<file path="src/rtl/adma_pkg.sv">
package adma_pkg;
  localparam int REG_IDX_W = 3;
  localparam logic [REG_IDX_W-1:0] IDX_START  = 3'd0;
  localparam logic [REG_IDX_W-1:0] IDX_END    = 3'd1;
  localparam logic [REG_IDX_W-1:0] IDX_PAGE   = 3'd2;
  localparam logic [REG_IDX_W-1:0] IDX_CTRL   = 3'd3;
  localparam logic [REG_IDX_W-1:0] IDX_STATUS = 3'd4;
  localparam logic [REG_IDX_W-1:0] IDX_PTR    = 3'd5;
  localparam int STEP_W = 10;

  typedef struct packed {
    logic loadStart;
    logic loadEnd;
    logic loadPage;
    logic advance;
    logic clearFlag;
  } dpStrobe_t;
endpackage

</file>
<file path="src/rtl/adma_ctrl.sv">
module adma_ctrl
  import adma_pkg::*;
#(
  parameter int ADDR_W  = 32,
  parameter int LEVEL_W = 6
) (
  input  logic                 clk,
  input  logic                 rstN,
  input  logic                 regWrEn,
  input  logic [REG_IDX_W-1:0] regAddr,
  input  logic [31:0]          regWrData,
  input  logic [LEVEL_W-1:0]   fifoLevel,
  input  logic                 burstGrant,
  input  logic [ADDR_W-1:0]    startAddr,
  input  logic [ADDR_W-1:0]    endAddr,
  input  logic [ADDR_W-1:0]    ptrAddr,
  input  logic [3:0]           limitCode,
  input  logic                 mmuBit,
  input  logic                 periodFlag,
  output dpStrobe_t            strobe,
  output logic [STEP_W-1:0]    stepBytes,
  output logic                 burstReq,
  output logic [7:0]           burstLen,
  output logic                 irqEn,
  output logic [31:0]          regRdData
);
  logic [15:0] ctrlReg;
  logic [15:0] ctrlNext;
  logic        chanEn;
  logic [2:0]  burstCode;
  logic [1:0]  thrCode;
  logic [LEVEL_W-1:0] thrDwords;

  assign chanEn    = ctrlReg[0];
  assign burstCode = ctrlReg[3:1];
  assign thrCode   = ctrlReg[5:4];
  assign irqEn     = ctrlReg[6];

  always_comb begin
    for (int i = 0; i < 16; i++) begin
      ctrlNext[i] = regWrData[16+i] ? regWrData[i] : ctrlReg[i];
    end
  end

  always_ff @(posedge clk) begin
    if (!rstN) ctrlReg <= '0;
    else if (regWrEn && regAddr == IDX_CTRL) ctrlReg <= ctrlNext;
  end

  always_comb begin
    case (thrCode)
      2'd0:    thrDwords = LEVEL_W'(1);
      2'd1:    thrDwords = LEVEL_W'(4);
      2'd2:    thrDwords = LEVEL_W'(8);
      default: thrDwords = LEVEL_W'(16);
    endcase
  end

  assign burstLen  = 8'd1 << burstCode;
  assign stepBytes = STEP_W'(burstLen) << 2;
  assign burstReq  = chanEn && (fifoLevel >= thrDwords);

  always_comb begin
    strobe.loadStart = regWrEn && regAddr == IDX_START;
    strobe.loadEnd   = regWrEn && regAddr == IDX_END;
    strobe.loadPage  = regWrEn && regAddr == IDX_PAGE;
    strobe.clearFlag = regWrEn && regAddr == IDX_STATUS && regWrData[0];
    strobe.advance   = burstReq && burstGrant;
  end

  always_comb begin
    regRdData = '0;
    case (regAddr)
      IDX_START:  regRdData = 32'(startAddr);
      IDX_END:    regRdData = 32'(endAddr);
      IDX_PAGE:   regRdData = {20'd0, mmuBit, 3'd0, limitCode, 4'd0};
      IDX_CTRL:   regRdData = {16'd0, ctrlReg};
      IDX_STATUS: regRdData = {31'd0, periodFlag};
      IDX_PTR:    regRdData = 32'(ptrAddr);
      default:    regRdData = '0;
    endcase
  end

  // a request is never raised on a disabled channel
  assert_req_needs_enable_R2: assert property (@(posedge clk) disable iff (!rstN)
    burstReq |-> ctrlReg[0]);
  // an accepted burst always had a request behind it
  assert_grant_needs_req_R11: assert property (@(posedge clk) disable iff (!rstN)
    strobe.advance |-> (burstReq && burstGrant));
  // a control write with an all-zero mask leaves the word unchanged
  assert_masked_hold_R9: assert property (@(posedge clk) disable iff (!rstN)
    (regWrEn && regAddr == IDX_CTRL && regWrData[31:16] == 16'd0) |=> $stable(ctrlReg));
endmodule

</file>
<file path="src/rtl/adma_datapath.sv">
module adma_datapath
  import adma_pkg::*;
#(
  parameter int ADDR_W = 32
) (
  input  logic              clk,
  input  logic              rstN,
  input  dpStrobe_t         strobe,
  input  logic [31:0]       wrData,
  input  logic [STEP_W-1:0] stepBytes,
  output logic [ADDR_W-1:0] startAddr,
  output logic [ADDR_W-1:0] endAddr,
  output logic [ADDR_W-1:0] ptrAddr,
  output logic [3:0]        limitCode,
  output logic              mmuBit,
  output logic              periodFlag
);
  localparam int SHIFT_W = 5;

  logic [ADDR_W-1:0]  fromAddr;
  logic [ADDR_W-1:0]  toAddr;
  logic [SHIFT_W-1:0] rangeShift;
  logic               atEnd;
  logic               crossing;

  assign atEnd      = (ptrAddr == endAddr);
  assign fromAddr   = atEnd ? startAddr : ptrAddr;
  assign toAddr     = fromAddr + ADDR_W'(stepBytes);
  assign rangeShift = SHIFT_W'(5) + SHIFT_W'(limitCode);
  assign crossing   = (toAddr >> rangeShift) != (fromAddr >> rangeShift);

  always_ff @(posedge clk) begin
    if (!rstN) begin
      startAddr <= '0;
      endAddr   <= '0;
      limitCode <= '0;
      mmuBit    <= 1'b0;
    end else begin
      if (strobe.loadStart) startAddr <= ADDR_W'(wrData);
      if (strobe.loadEnd)   endAddr   <= ADDR_W'(wrData);
      if (strobe.loadPage) begin
        limitCode <= wrData[7:4];
        mmuBit    <= wrData[11];
      end
    end
  end

  always_ff @(posedge clk) begin
    if (!rstN)                 ptrAddr <= '0;
    else if (strobe.loadStart) ptrAddr <= ADDR_W'(wrData);
    else if (strobe.advance)   ptrAddr <= toAddr;
  end

  always_ff @(posedge clk) begin
    if (!rstN)                              periodFlag <= 1'b0;
    else if (strobe.advance && crossing)    periodFlag <= 1'b1;
    else if (strobe.clearFlag)              periodFlag <= 1'b0;
  end

  // pointer is held unless a burst is granted or the start is reloaded
  assert_ptr_hold_R10: assert property (@(posedge clk) disable iff (!rstN)
    (!strobe.advance && !strobe.loadStart) |=> $stable(ptrAddr));
  // at the end address a granted burst restarts from the start address
  assert_wrap_R5: assert property (@(posedge clk) disable iff (!rstN)
    (strobe.advance && atEnd && !strobe.loadStart && !strobe.loadEnd)
      |=> ptrAddr == $past(startAddr) + ADDR_W'($past(stepBytes)));
  // flag stays set without a clearing write
  assert_flag_sticky_R7: assert property (@(posedge clk) disable iff (!rstN)
    (periodFlag && !strobe.clearFlag) |=> periodFlag);
  // flag never rises without a granted burst
  assert_flag_source_R11: assert property (@(posedge clk) disable iff (!rstN)
    (!periodFlag && !strobe.advance) |=> !periodFlag);
endmodule

</file>
<file path="src/rtl/adma_addr_gen.sv">
module adma_addr_gen
  import adma_pkg::*;
#(
  parameter int ADDR_W  = 32,
  parameter int LEVEL_W = 6
) (
  input  logic               clk,
  input  logic               rstN,
  input  logic               regWrEn,
  input  logic [2:0]         regAddr,
  input  logic [31:0]        regWrData,
  output logic [31:0]        regRdData,
  input  logic [LEVEL_W-1:0] fifoLevel,
  input  logic               burstGrant,
  output logic               burstReq,
  output logic [7:0]         burstLen,
  output logic [ADDR_W-1:0]  curAddr,
  output logic               irq
);
  dpStrobe_t         strobe;
  logic [STEP_W-1:0] stepBytes;
  logic [ADDR_W-1:0] startAddr;
  logic [ADDR_W-1:0] endAddr;
  logic [ADDR_W-1:0] ptrAddr;
  logic [3:0]        limitCode;
  logic              mmuBit;
  logic              periodFlag;
  logic              irqEn;

  adma_ctrl #(.ADDR_W(ADDR_W), .LEVEL_W(LEVEL_W)) u_ctrl (
    .clk(clk), .rstN(rstN), .regWrEn(regWrEn), .regAddr(regAddr),
    .regWrData(regWrData), .fifoLevel(fifoLevel), .burstGrant(burstGrant),
    .startAddr(startAddr), .endAddr(endAddr), .ptrAddr(ptrAddr),
    .limitCode(limitCode), .mmuBit(mmuBit), .periodFlag(periodFlag),
    .strobe(strobe), .stepBytes(stepBytes), .burstReq(burstReq),
    .burstLen(burstLen), .irqEn(irqEn), .regRdData(regRdData)
  );

  adma_datapath #(.ADDR_W(ADDR_W)) u_dp (
    .clk(clk), .rstN(rstN), .strobe(strobe), .wrData(regWrData),
    .stepBytes(stepBytes), .startAddr(startAddr), .endAddr(endAddr),
    .ptrAddr(ptrAddr), .limitCode(limitCode), .mmuBit(mmuBit),
    .periodFlag(periodFlag)
  );

  assign curAddr = ptrAddr;
  assign irq     = periodFlag && irqEn;

  // interrupt only with a pending flag
  assert_irq_flag_R8: assert property (@(posedge clk) disable iff (!rstN)
    irq |-> periodFlag);
endmodule

</file>
<file path="config.mk">
export PLATFORM = sky130hd
export DESIGN_NAME = adma_addr_gen
export DESIGN_NICKNAME = d
export VERILOG_FILES = /design/src/rtl/adma_pkg.sv /design/src/rtl/adma_ctrl.sv /design/src/rtl/adma_datapath.sv /design/src/rtl/adma_addr_gen.sv
export SDC_FILE = /design/constraint.sdc
export NUM_CORES = 1
export LEC_CHECK = 0
export BUFFER_PORTS_ARGS = -buffer_cell sky130_fd_sc_hd__clkbuf_2
export CAP_MARGIN = 20
export CELL_PAD_IN_SITES_DETAIL_PLACEMENT = 1
export CELL_PAD_IN_SITES_GLOBAL_PLACEMENT = 1
export CORE_UTILIZATION = 45
export DETAILED_ROUTE_END_ITERATION = 7
export HOLD_SLACK_MARGIN = 0.05
export PLACE_DENSITY_LB_ADDON = 0.3
export SYNTH_ARGS = -nofsm -noshare
export SYNTH_HDL_FRONTEND = slang
export SYNTH_SLANG_ARGS = --single-unit
export TNS_END_PERCENT = 30
</file>
<file path="constraint.sdc">
create_clock -name clk -period 7.65 [get_ports clk]
set_input_delay 1.1475 -clock clk [delete_from_list [all_inputs] [get_ports clk]]
set_output_delay 1.1475 -clock clk [all_outputs]
set_load 0.005 [all_outputs]
</file>
==> summary.txt, run 1 <==
Final layout
  – Fillers: 2911
  – Area grow syn2layout: 11.2%
  – Post-route cell area: 0.0123 mm^2
  – Layout Nets: 1537
  – Layout cells sized above 1: 0.182
  – Area of the multi-input gates: 0.00804 mm^2
  – Register area: 0.00236 mm^2

Synth
  – Post-synth cell types: 88
  – Mapped cell area: 0.0110 mm^2
  – Asr flop ratio synth: 0
  – Yosys top cell area share: 0.214
  – Sequential fraction of the synthesis area: 0.214
  – Synth area leaders: dfxtp_1 21%, nand2_1 8.8%, mux2i_1 7.9%, mux4_2 7.4%, a21boi_0 5.8%
  – Syn Inst Count: 1445
  – Syn avg cell area: 7.63 um^2
  – Top_reg_cell synth: dfxtp_1
  – Syn nets: 1503
  – Yosys reg bits: 118
  – Ys Warns: 0
  – Cell taking the most area after synthesis: dfxtp_1
  – Post-synth EDFFs: 0

Timing
  – Setup violations, final: 0
  – FMAX: 145 MHz
  – Hold Vio Cnt, Final: 0
  – Min Tclk post-route: 6.88 ns
  – Setup Skew: 0.0159 ns
  – Slew margin rel.: 0.267
  – Pins Over Slew Limit: 0
  – Final setup TNS: 0 ns
  – Final period util: 0.899
  – RSZ-0062 raised after global routing: no
  – Slew of the pin with the lowest slew margin: 1.10 ns

CTS
  – H-Tree Depth: 4
  – Clock-pin slew on the worst setup and hold paths: 0.07 ns
  – Post-CTS Resized: 0
  – TritonCTS Buffers: 17
  – CTS sink count: 118
  – Hold_buf cts: 0
  – Worst skew pair latency: 0.44 ns
  – CTS tree: yes
  – Setup bufs post-CTS: 0
  – Root buffer cell: clkbuf_16
  – Max clock buf depth: 2

Floorplanning
  – Die W: 158 um
  – Core Region: 0.0238 mm^2
  – Top-level port count: 119
  – Row Count: 56
  – Initial Util: 0.464
  – Die Footprint: 0.0251 mm^2
  – Die Y: 158 um

Detailed routing
  – Drt total wl: 48800 um
  – Router iterations before antenna repair: 5
  – Vias/cell: 6.68
  – Vias: 12100
  – DR iter-0 viols: 1527
  – WL per Instance: 26.9 um
  – DRC: 0
  – Number of nets with antenna violations after routing: 0

Global route
  – Initial antenna violation count: 1
  – First-pass GRT wire length: 73900 um
  – Total GRT Usage: 0.398
  – Largest net degree at the start of global routing: 119
  – GRT overflow: 0
  – Number of global-route vias before repair: 11900

Power and ir drop
  – Total power divided by cell area: 148 mW/mm^2
  – Lkg Pwr: 0.00482 uW
  – Sw Pwr: 629 uW
  – Register share of total power: 0.359
  – Design Power: 1810 uW
  – Sw frac: 0.347
  – Internal Power: 1180 uW
  – Worst vdd ir: 156 uV
  – Clk network pwr share: 0.434
  – Combinational share of power: 0.206

Setup path
  – CP required: 7.97 ns
  – CP arrival: 7.20 ns
  – Worst-path fanout max: 14
  – Reg2Reg Setup Slack: 0.77 ns
  – Critical path type: reg2reg
  – Crit path launch type: flop
  – Endpoint type of the worst setup path: flop

Placed design
  – Placed Area: 0.0117 mm^2
  – Post-DP HPWL: 35700 um
  – PortBufs: 118
  – Gpl congestion: 0.995

Run
  – Number of max-cap violations: 0

Min path
  – Worst min path class: reg2reg

Outcome
  – Status: complete, no violations
## synthesized netlist by cell type (6+ instances only)
master,count
a211oi_1,18
nor2b_1,11
nor4b_1,6
mux2i_1,87
xor2_1,50
buf_2,25
mux2_2,19
a21oi_1,74
a2111oi_0,6
inv_1,18
ha_1,12
a21boi_0,85
nand3_1,50
and3_1,14
nor2_1,89
buf_1,16
xnor2_1,31
nor3_1,23
o2111ai_1,8
dfxtp_1,118
and2_1,43
nor3b_1,8
o211ai_1,11
or3_1,7
a31oi_1,6
and4_1,8
nand2_1,259
a22oi_1,7
clkbuf_1,85
nor4_1,15
mux4_2,36
nand4_1,22
o21ai_0,67
## worst paths after layout
kind	startpoint	endpoint	cells past startpoint
min reg2reg	u_ctrl.ctrlReg[14]	u_ctrl.ctrlReg[14]	2
max	u_dp.ptrAddr[17]	u_dp.periodFlag	21
max reg2reg	u_dp.ptrAddr[17]	u_dp.periodFlag	21
min	u_ctrl.ctrlReg[14]	u_ctrl.ctrlReg[14]	2
## stage by stage
step                      worst slack, ns   util  hold WS [ns]  cells
final                               0.772  0.516         0.476   1812
after detailed placement             1.03  0.492         0.471   1779
after global placement               1.28  0.492         0.455   1779
after floorplan                      2.20      -         0.440   1445
after CTS                            1.03  0.516         0.479   1811
after global routing                0.485  0.516         0.504   1811
## kinds of logic after synthesis
family,after synthesis,synth area share
AND/OR/NAND/NOR,586,0.255
AO/OA/AOI/OAI,349,0.216
buffers and inverters,154,0.0591
multiplexers,144,0.175
flip-flops,118,0.214
XOR/XNOR,81,0.0644
adder cells (fa/ha/maj),13,0.0154
## layer usage
layer  track usage  wire (um)  up-vias
met2         0.601      21500      656
li1              -          -     5289
met3        0.0792       4500      133
met4         0.198       2370        0
met1         0.538      20400     6021
met5             0          0        -
## layout by cell type, fill, tap and decap left out, types with 12 or more instances in the layout
cell / netlist / layout
nand2_1: 259 / 258
clkbuf_2: 1 / 117
dfxtp_1: 118 / 117
mux2i_1: 87 / 87
nor2_1: 89 / 86
a21boi_0: 85 / 85
a21oi_1: 74 / 73
o21ai_0: 67 / 67
xor2_1: 50 / 50
nand3_1: 50 / 50
and2_1: 43 / 43
mux4_2: 36 / 36
xnor2_1: 31 / 31
buf_4: 3 / 31
nand4_1: 22 / 22
nor3_1: 23 / 21
mux2_2: 19 / 19
inv_1: 18 / 18
a211oi_1: 18 / 18
clkbuf_16: 0 / 17
nor4_1: 15 / 15
and3_1: 14 / 14
ha_1: 12 / 12
## final cells by class
type,instances,share of cell area
diodes,1,0.000204
flip-flops and latches,118,0.193
clock inverters,15,0.0108
well taps,319,0.0326
repair buffers,149,0.0672
multi-input cells,1173,0.656
clock buffers,17,0.0347
inverters,20,0.00612
## sequential cells by signal (all words and copies together) (netlist names)
name             cells
u_dp.endAddr        32
u_dp.ptrAddr        32
u_dp.startAddr      32
u_ctrl.ctrlReg      16
u_dp.limitCode       4
u_dp.mmuBit          1
u_dp.periodFlag      1
## power by group through the flow
stage	clock network (uW)	registers, uW	logic (uW)
final	788	651	374
after global routing	817	652	393
after CTS	784	650	363
after detailed placement	0	663	360
after global placement	0	662	355
after floorplan	0	650	259
## critical path: stages (launching register included)
cell       delay, ns
dfxtp_1         0.66
xor2_1          0.20
nor4_2          0.42
nand4_1         0.64
nor2_4          0.46
nand2_1         0.09
nand2_1         0.07
ha_1            0.16
inv_1           0.06
fa_1            0.39
nor2b_1         0.28
o211ai_1        0.30
a2111oi_0       0.84
o21ai_1         0.16
nor2b_1         0.19
o22ai_1         0.34
a2111oi_0       0.12
or4_1           0.60
o31ai_1         0.24
nand3_1         0.13
nor4_1          0.29
a31oi_1         0.12
No activity file was read; power rests on OpenSTA's default activity.
==> run 2, diff against run 1 <==
- RECOVER_POWER: not set -> 100
==> summary.txt, run 2 (synthesized netlist as in run 1, its figures left out) <==
Global route
  – First-pass GRT wire length: 73900 um (unchanged)
  – Number of global-route vias before repair: 11900 (unchanged)
  – Initial antenna violation count: 1 (unchanged)
  – GRT overflow: 0 (unchanged)
  – Largest net degree at the start of global routing: 119 (unchanged)
  – Total GRT Usage: 0.398 (unchanged)

Detailed routing
  – Number of nets with antenna violations after routing: 0 (unchanged)
  – Drt total wl: 48600 um (was 48800 um)
  – Router iterations before antenna repair: 5 (unchanged)
  – Vias/cell: 6.65 (was 6.68)
  – DRC: 0 (unchanged)
  – DR iter-0 viols: 1407 (was 1527)
  – Vias: 12000 (was 12100)
  – WL per Instance: 26.9 um (about the same)

Timing
  – Pins Over Slew Limit: 163 (was 0)
  – Setup violations, final: 0 (unchanged)
  – RSZ-0062 raised after global routing: no (unchanged)
  – Final setup TNS: 0 ns (unchanged)
  – FMAX: 142 MHz (was 145 MHz)
  – Min Tclk post-route: 7.03 ns (was 6.88 ns)
  – Hold Vio Cnt, Final: 0 (unchanged)
  – Final worst slack: 0.622 ns (was 0.772 ns)
  – Setup Skew: 0.0171 ns (was 0.0159 ns)
  – Slew of the pin with the lowest slew margin: 2.79 ns (was 1.10 ns)
  – Slew margin rel.: -0.863 (was 0.267)
  – Final period util: 0.919 (was 0.899)

Setup path
  – Crit-path cells: xor2_1, nor4_1, and4_1, nand2_1, mux2_1, ha_1, and2_1, a221o_1, o21ai_1, clkbuf_1, a211oi_1, xnor2_1, mux2i_1, a2111oi_0, or4_1, o31ai_1, nand3_1, nor4_1, a31oi_1 (was xor2_1, nor4_2, nand4_1, nor2_4, nand2_1, nand2_1, ha_1, inv_1, fa_1, nor2b_1, o211ai_1, a2111oi_0, o21ai_1, nor2b_1, o22ai_1, a2111oi_0, or4_1, o31ai_1, nand3_1, nor4_1, a31oi_1)
  – Critical path type: reg2reg (unchanged)
  – Endpoint type of the worst setup path: flop (unchanged)
  – Largest stage delay on the critical path: 0.71 ns (was 0.84 ns)
  – Worst-path fanout max: 14 (unchanged)
  – CP required: 7.97 ns (about the same)
  – Crit path launch type: flop (unchanged)
  – CP max stage cell: dfxtp_1 (was a2111oi_0)
  – CP arrival: 7.35 ns (was 7.20 ns)
  – Crit path top cell by count: nor4_1

Run
  – Number of max-cap violations: 5 (was 0)

Final layout
  – Non-filler cells in the finished layout: 1811 (was 1812)
  – Fillers: 2946 (was 2911)
  – Ant diodes: 0 (was 1)
  – Register area: 0.00236 mm^2 (unchanged)
  – Layout cells sized above 1: 0.139 (was 0.182)
  – Top flop regs: u_dp.endAddr (32), u_dp.ptrAddr (32), u_dp.startAddr (32) (unchanged)
  – Post-route cell area: 0.0121 mm^2 (was 0.0123 mm^2)
  – Layout Nets: 1537 (unchanged)
  – Most common cell after layout, fill and taps aside: nand2_1 (unchanged)
  – Area grow syn2layout: 10.1% (was 11.2%)
  – Most frequent cells in the layout: 259 x nand2_1, 117 x dfxtp_1, 88 x nor2_1, 87 x mux2i_1, 86 x a21boi_0 (was 258 x nand2_1, 117 x clkbuf_2, 117 x dfxtp_1, 87 x mux2i_1, 86 x nor2_1)
  – Area of the multi-input gates: 0.00802 mm^2 (was 0.00804 mm^2)

Placed design
  – Placed Area: 0.0117 mm^2 (unchanged)
  – Gpl congestion: 0.995 (unchanged)
  – Cells after DPL: 1779 (unchanged)
  – PortBufs: 118 (unchanged)
  – Place WS: 1.03 ns (unchanged)
  – Post-DP HPWL: 35700 um (unchanged)

Floorplanning
  – Core Region: 0.0238 mm^2 (unchanged)
  – Row Count: 56 (unchanged)
  – Die Footprint: 0.0251 mm^2 (unchanged)
  – Die Y: 158 um (unchanged)
  – Die W: 158 um (unchanged)
  – Initial Util: 0.464 (unchanged)
  – Top-level port count: 119 (unchanged)

CTS
  – Worst skew pair latency: 0.44 ns (about the same)
  – Hold_buf cts: 0 (unchanged)
  – Clock-pin slew on the worst setup and hold paths: 0.07 ns (about the same)
  – Post-CTS Resized: 0 (unchanged)
  – H-Tree Depth: 4 (unchanged)
  – Setup bufs post-CTS: 0 (unchanged)
  – CTS tree: yes (unchanged)
  – Root buffer cell: clkbuf_16 (unchanged)
  – TritonCTS Buffers: 17 (unchanged)
  – CTS sink count: 118 (unchanged)
  – Max clock buf depth: 2 (unchanged)

Power and ir drop
  – Worst vdd ir: 156 uV (about the same)
  – Total power divided by cell area: 149 mW/mm^2 (was 148 mW/mm^2)
  – Lkg Pwr: 0.00460 uW (was 0.00482 uW)

Min path
  – Worst min path class: reg2reg (unchanged)

Outcome
  – Failing checks: max-capacitance violations, max-slew violations
  – Status: finished with violations (was complete, no violations)
==> run 2: power by group <==
part / total (uW) / internal [uW] / leakage [uW] / switching, uW
clock network: 788 / 428 / 0.000272 / 361
logic: 370 / 127 / 0.00337 / 243
registers: 651 / 627 / 0.000955 / 24.3
==> run 2: cell type report <==
class | instances | area share
tap | 319 | 0.0329
sequential | 118 | 0.195
clock buffer | 17 | 0.0351
multi-input combinational | 1173 | 0.661
inverter | 20 | 0.00619
clock inverter | 15 | 0.0109
timing repair buffer | 149 | 0.0591
==> run 2: layer usage <==
| layer | GRT usage | up-vias | part of all wire |
|---|---|---|---|
| met2 | 0.601 | 698 | 0.44 |
| li1 | - | 5306 | - |
| met4 | 0.198 | 0 | 0.050 |
| met1 | 0.538 | 5903 | 0.41 |
| met5 | 0 | - | 0 |
| met3 | 0.0792 | 139 | 0.098 |
==> run 2: worst paths after layout <==
kind | endpoint | cells after the start | slack [ns] | start
max | u_dp.periodFlag | 19 | 0.62 | u_dp.ptrAddr[11]
min | u_ctrl.ctrlReg[14] | 2 | 0.48 | u_ctrl.ctrlReg[14]
max reg2reg | u_dp.periodFlag | 19 | 0.62 | u_dp.ptrAddr[11]
min reg2reg | u_ctrl.ctrlReg[14] | 2 | 0.48 | u_ctrl.ctrlReg[14]
==> run 2: through the flow <==
stage	hold WS, ns	power (uW)	util
floorplan	0.440	908	-
global placement	0.455	1020	0.492
detailed placement	0.471	1020	0.492
CTS	0.479	1800	0.516
global route	0.504	1860	0.511
finish	0.476	1810	0.511
==> run 2: worst max-delay path, delay by kind of cell, from the launching register on <==
family | cells | cell delay (ns)
and+or+nand+nor | 7 | 2.61
DFF | 1 | 0.71
AOI/OAI and AO/OA | 6 | 1.29
xor gates and xnor gates | 2 | 0.44
muxes | 2 | 0.95
buffers and inverters | 1 | 0.52
adders and majority gates | 1 | 0.38
==> run 3, diff against run 2 <==
- CELL_PAD_IN_SITES_GLOBAL_PLACEMENT: 1 -> 2
- CORE_ASPECT_RATIO: not set -> 1.2
- CORE_UTILIZATION: 45 -> 35
==> summary.txt, run 3 (synthesized netlist as in run 1, its figures left out) <==
Detailed routing
  – DR iter-0 viols: 1044 (was 1407)
  – Router iterations before antenna repair: 5 (unchanged)
  – M1 wire length: 21700 um (was 20100 um)
  – Metal2 WL: 23900 um (was 21400 um)
  – Detail Route met3 WL: 2520 um (was 4750 um)
  – Vias/cell: 6.17 (was 6.65)
  – DRC: 0 (unchanged)
  – Number of nets with antenna violations after routing: 0 (unchanged)
  – WL per Instance: 26.5 um (was 26.9 um)
  – Top routing layer in use: met4 (unchanged)
  – Drt total wl: 50200 um (was 48600 um)
  – Vias: 11700 (was 12000)

Timing
  – Slew margin rel.: -1.03 (was -0.863)
  – Min Tclk post-route: 7.17 ns (was 7.03 ns)
  – FMAX: 139 MHz (was 142 MHz)
  – Final period util: 0.938 (was 0.919)
  – Hold Vio Cnt, Final: 0 (unchanged)
  – Setup Skew: 0.0121 ns (was 0.0171 ns)
  – Setup violations, final: 0 (unchanged)
  – Slew of the pin with the lowest slew margin: 3.05 ns (was 2.79 ns)
  – Hold WS: 0.474 ns (was 0.476 ns)
  – Final worst slack: 0.477 ns (was 0.622 ns)
  – Pins Over Slew Limit: 181 (was 163)
  – RSZ-0062 raised after global routing: no (unchanged)
  – Final setup TNS: 0 ns (unchanged)

CTS
  – H-Tree Depth: 4 (unchanged)
  – Root buffer cell: clkbuf_16 (unchanged)
  – Post-CTS Resized: 0 (unchanged)
  – Max clock buf depth: 2 (unchanged)
  – Worst skew pair latency: 0.43 ns (was 0.44 ns)
  – CTS sink count: 118 (unchanged)
  – CTS tree: yes (unchanged)
  – TritonCTS Buffers: 17 (unchanged)
  – Setup bufs post-CTS: 0 (unchanged)
  – Hold_buf cts: 0 (unchanged)
  – Clock-pin slew on the worst setup and hold paths: 0.07 ns (about the same)

Global route
  – Total GRT Usage: 0.314 (was 0.398)
  – Initial antenna violation count: 0 (was 1)
  – First-pass GRT wire length: 74900 um (was 73900 um)
  – GRT overflow: 0 (unchanged)
  – Largest net degree at the start of global routing: 119 (unchanged)
  – Number of global-route vias before repair: 11700 (was 11900)

Final layout
  – Fillers: 3860 (was 2946)
  – Area grow syn2layout: 12.5% (was 10.1%)
  – Most frequent cells in the layout: 258 x nand2_1, 117 x dfxtp_1, 88 x nor2_1, 87 x mux2i_1, 85 x a21boi_0 (was 259 x nand2_1, 117 x dfxtp_1, 88 x nor2_1, 87 x mux2i_1, 86 x a21boi_0)
  – Fin util: 0.403 (was 0.511)
  – Top flop regs: u_dp.endAddr (32), u_dp.ptrAddr (32), u_dp.startAddr (32) (unchanged)
  – Layout Nets: 1545 (was 1537)
  – Layout cells sized above 1: 0.151 (was 0.139)
  – Most common cell after layout, fill and taps aside: nand2_1 (unchanged)
  – Non-filler cells in the finished layout: 1896 (was 1811)
  – Ant diodes: 0 (unchanged)

Power and ir drop
  – Lkg Pwr: 0.00469 uW (was 0.00460 uW)
  – Sw frac: 0.310 (was 0.347)
  – Total power divided by cell area: 157 mW/mm^2 (was 149 mW/mm^2)
  – Sw Pwr: 604 uW (was 628 uW)
  – Combinational share of power: 0.198 (was 0.205)
  – Register share of total power: 0.335 (was 0.360)
  – Internal Power: 1340 uW (was 1180 uW)
  – Clk network pwr share: 0.467 (was 0.436)
  – Worst vdd ir: 133 uV (was 156 uV)

Run
  – Number of max-cap violations: 5 (unchanged)

Placed design
  – Cells after DPL: 1863 (was 1779)
  – PortBufs: 118 (unchanged)
  – Place WS: 0.685 ns (was 1.03 ns)
  – Gpl congestion: 0.906 (was 0.995)
  – Post-DP HPWL: 37200 um (was 35700 um)

Floorplanning
  – Die Y: 196 um (was 158 um)
  – Die Footprint: 0.0322 mm^2 (was 0.0251 mm^2)
  – Initial Util: 0.358 (was 0.464)
  – Core Region: 0.0307 mm^2 (was 0.0238 mm^2)
  – Die W: 164 um (was 158 um)
  – Top-level port count: 119 (unchanged)
  – Row Count: 70 (was 56)

Setup path
  – Critical path type: reg2reg (unchanged)
  – Worst-path fanout max: 14 (unchanged)
  – CP arrival: 7.48 ns (was 7.35 ns)
  – Crit path launch type: flop (unchanged)
  – CP required: 7.96 ns (was 7.97 ns)
  – Endpoint type of the worst setup path: flop (unchanged)

Outcome
  – Status: finished with violations (unchanged)
  – Failing checks: max-capacitance violations, max-slew violations (unchanged)

Min path
  – Worst min path class: reg2reg (unchanged)
## run 3: cell types whose count changed in the layout (fill, tap and decap cells not counted), sizes merged
cell,delta
inv,-8
clkbuf,-1
buf,+9
bufinv,+5
clkinv,+2
clkinvlp,+1
## run 3: through the flow
stage                     cell area (um^2)  power, uW
after CTS                            12500       1950
after global placement               11800       1040
after global routing                 12400       2010
final                                12400       1940
after detailed placement             11800       1040
after floorplan                      11000        908
## run 3: metal layers
layer  GRT usage  vias to the layer above
met5           0                        -
met2       0.514                      437
met3      0.0351                       90
li1            -                     5304
met1       0.415                     5866
met4       0.138                        0
## run 3: power by group through the flow
stage / registers (uW) / clock network (uW) / logic, uW
floorplan: 650 / 0 / 259
global placement: 663 / 0 / 377
detailed placement: 663 / 0 / 379
CTS: 650 / 921 / 381
global route: 652 / 948 / 406
finish: 651 / 909 / 385
## run 3: path summary, 6_finish.rpt
path	startpoint	to	slack, ns	cells after the start
worst max-delay path	u_dp.ptrAddr[30]	u_dp.periodFlag	0.48	21
worst min-delay path	u_ctrl.ctrlReg[14]	u_ctrl.ctrlReg[14]	0.47	2
worst max register to register	u_dp.ptrAddr[30]	u_dp.periodFlag	0.48	21
worst min register to register	u_ctrl.ctrlReg[14]	u_ctrl.ctrlReg[14]	0.47	2
## run 3: area by class of cell
class                           instances  area, um^2  share of cell area
Sequential cell                       118        2360               0.191
Multi-Input combinational cell       1173        8030               0.647
Clock inverter                         15         226              0.0183
Timing Repair Buffer                  157         786              0.0634
Inverter                               20        75.1             0.00606
Tap cell                              396         495              0.0400
Clock buffer                           17         425              0.0343
## run 3: critical path: stages, from the launching register on
cell and delay [ns]:
dfxtp_1 0.31, clkbuf_1 0.54, xor2_1 0.16, nor4_2 0.39
nand4_1 0.60, nor2_4 0.59, nand2_1 0.10, nand2_1 0.07
ha_1 0.27, nor2b_1 0.20, o211ai_1 0.64, a21oi_1 0.29
a2111oi_0 0.90, buf_4 0.23, a311oi_1 0.08, nand4b_1 0.21
nor3b_1 0.25, o311ai_0 0.20, a2111oi_2 0.48, nand4_1 0.14
nor4_1 0.27, a31oi_1 0.13
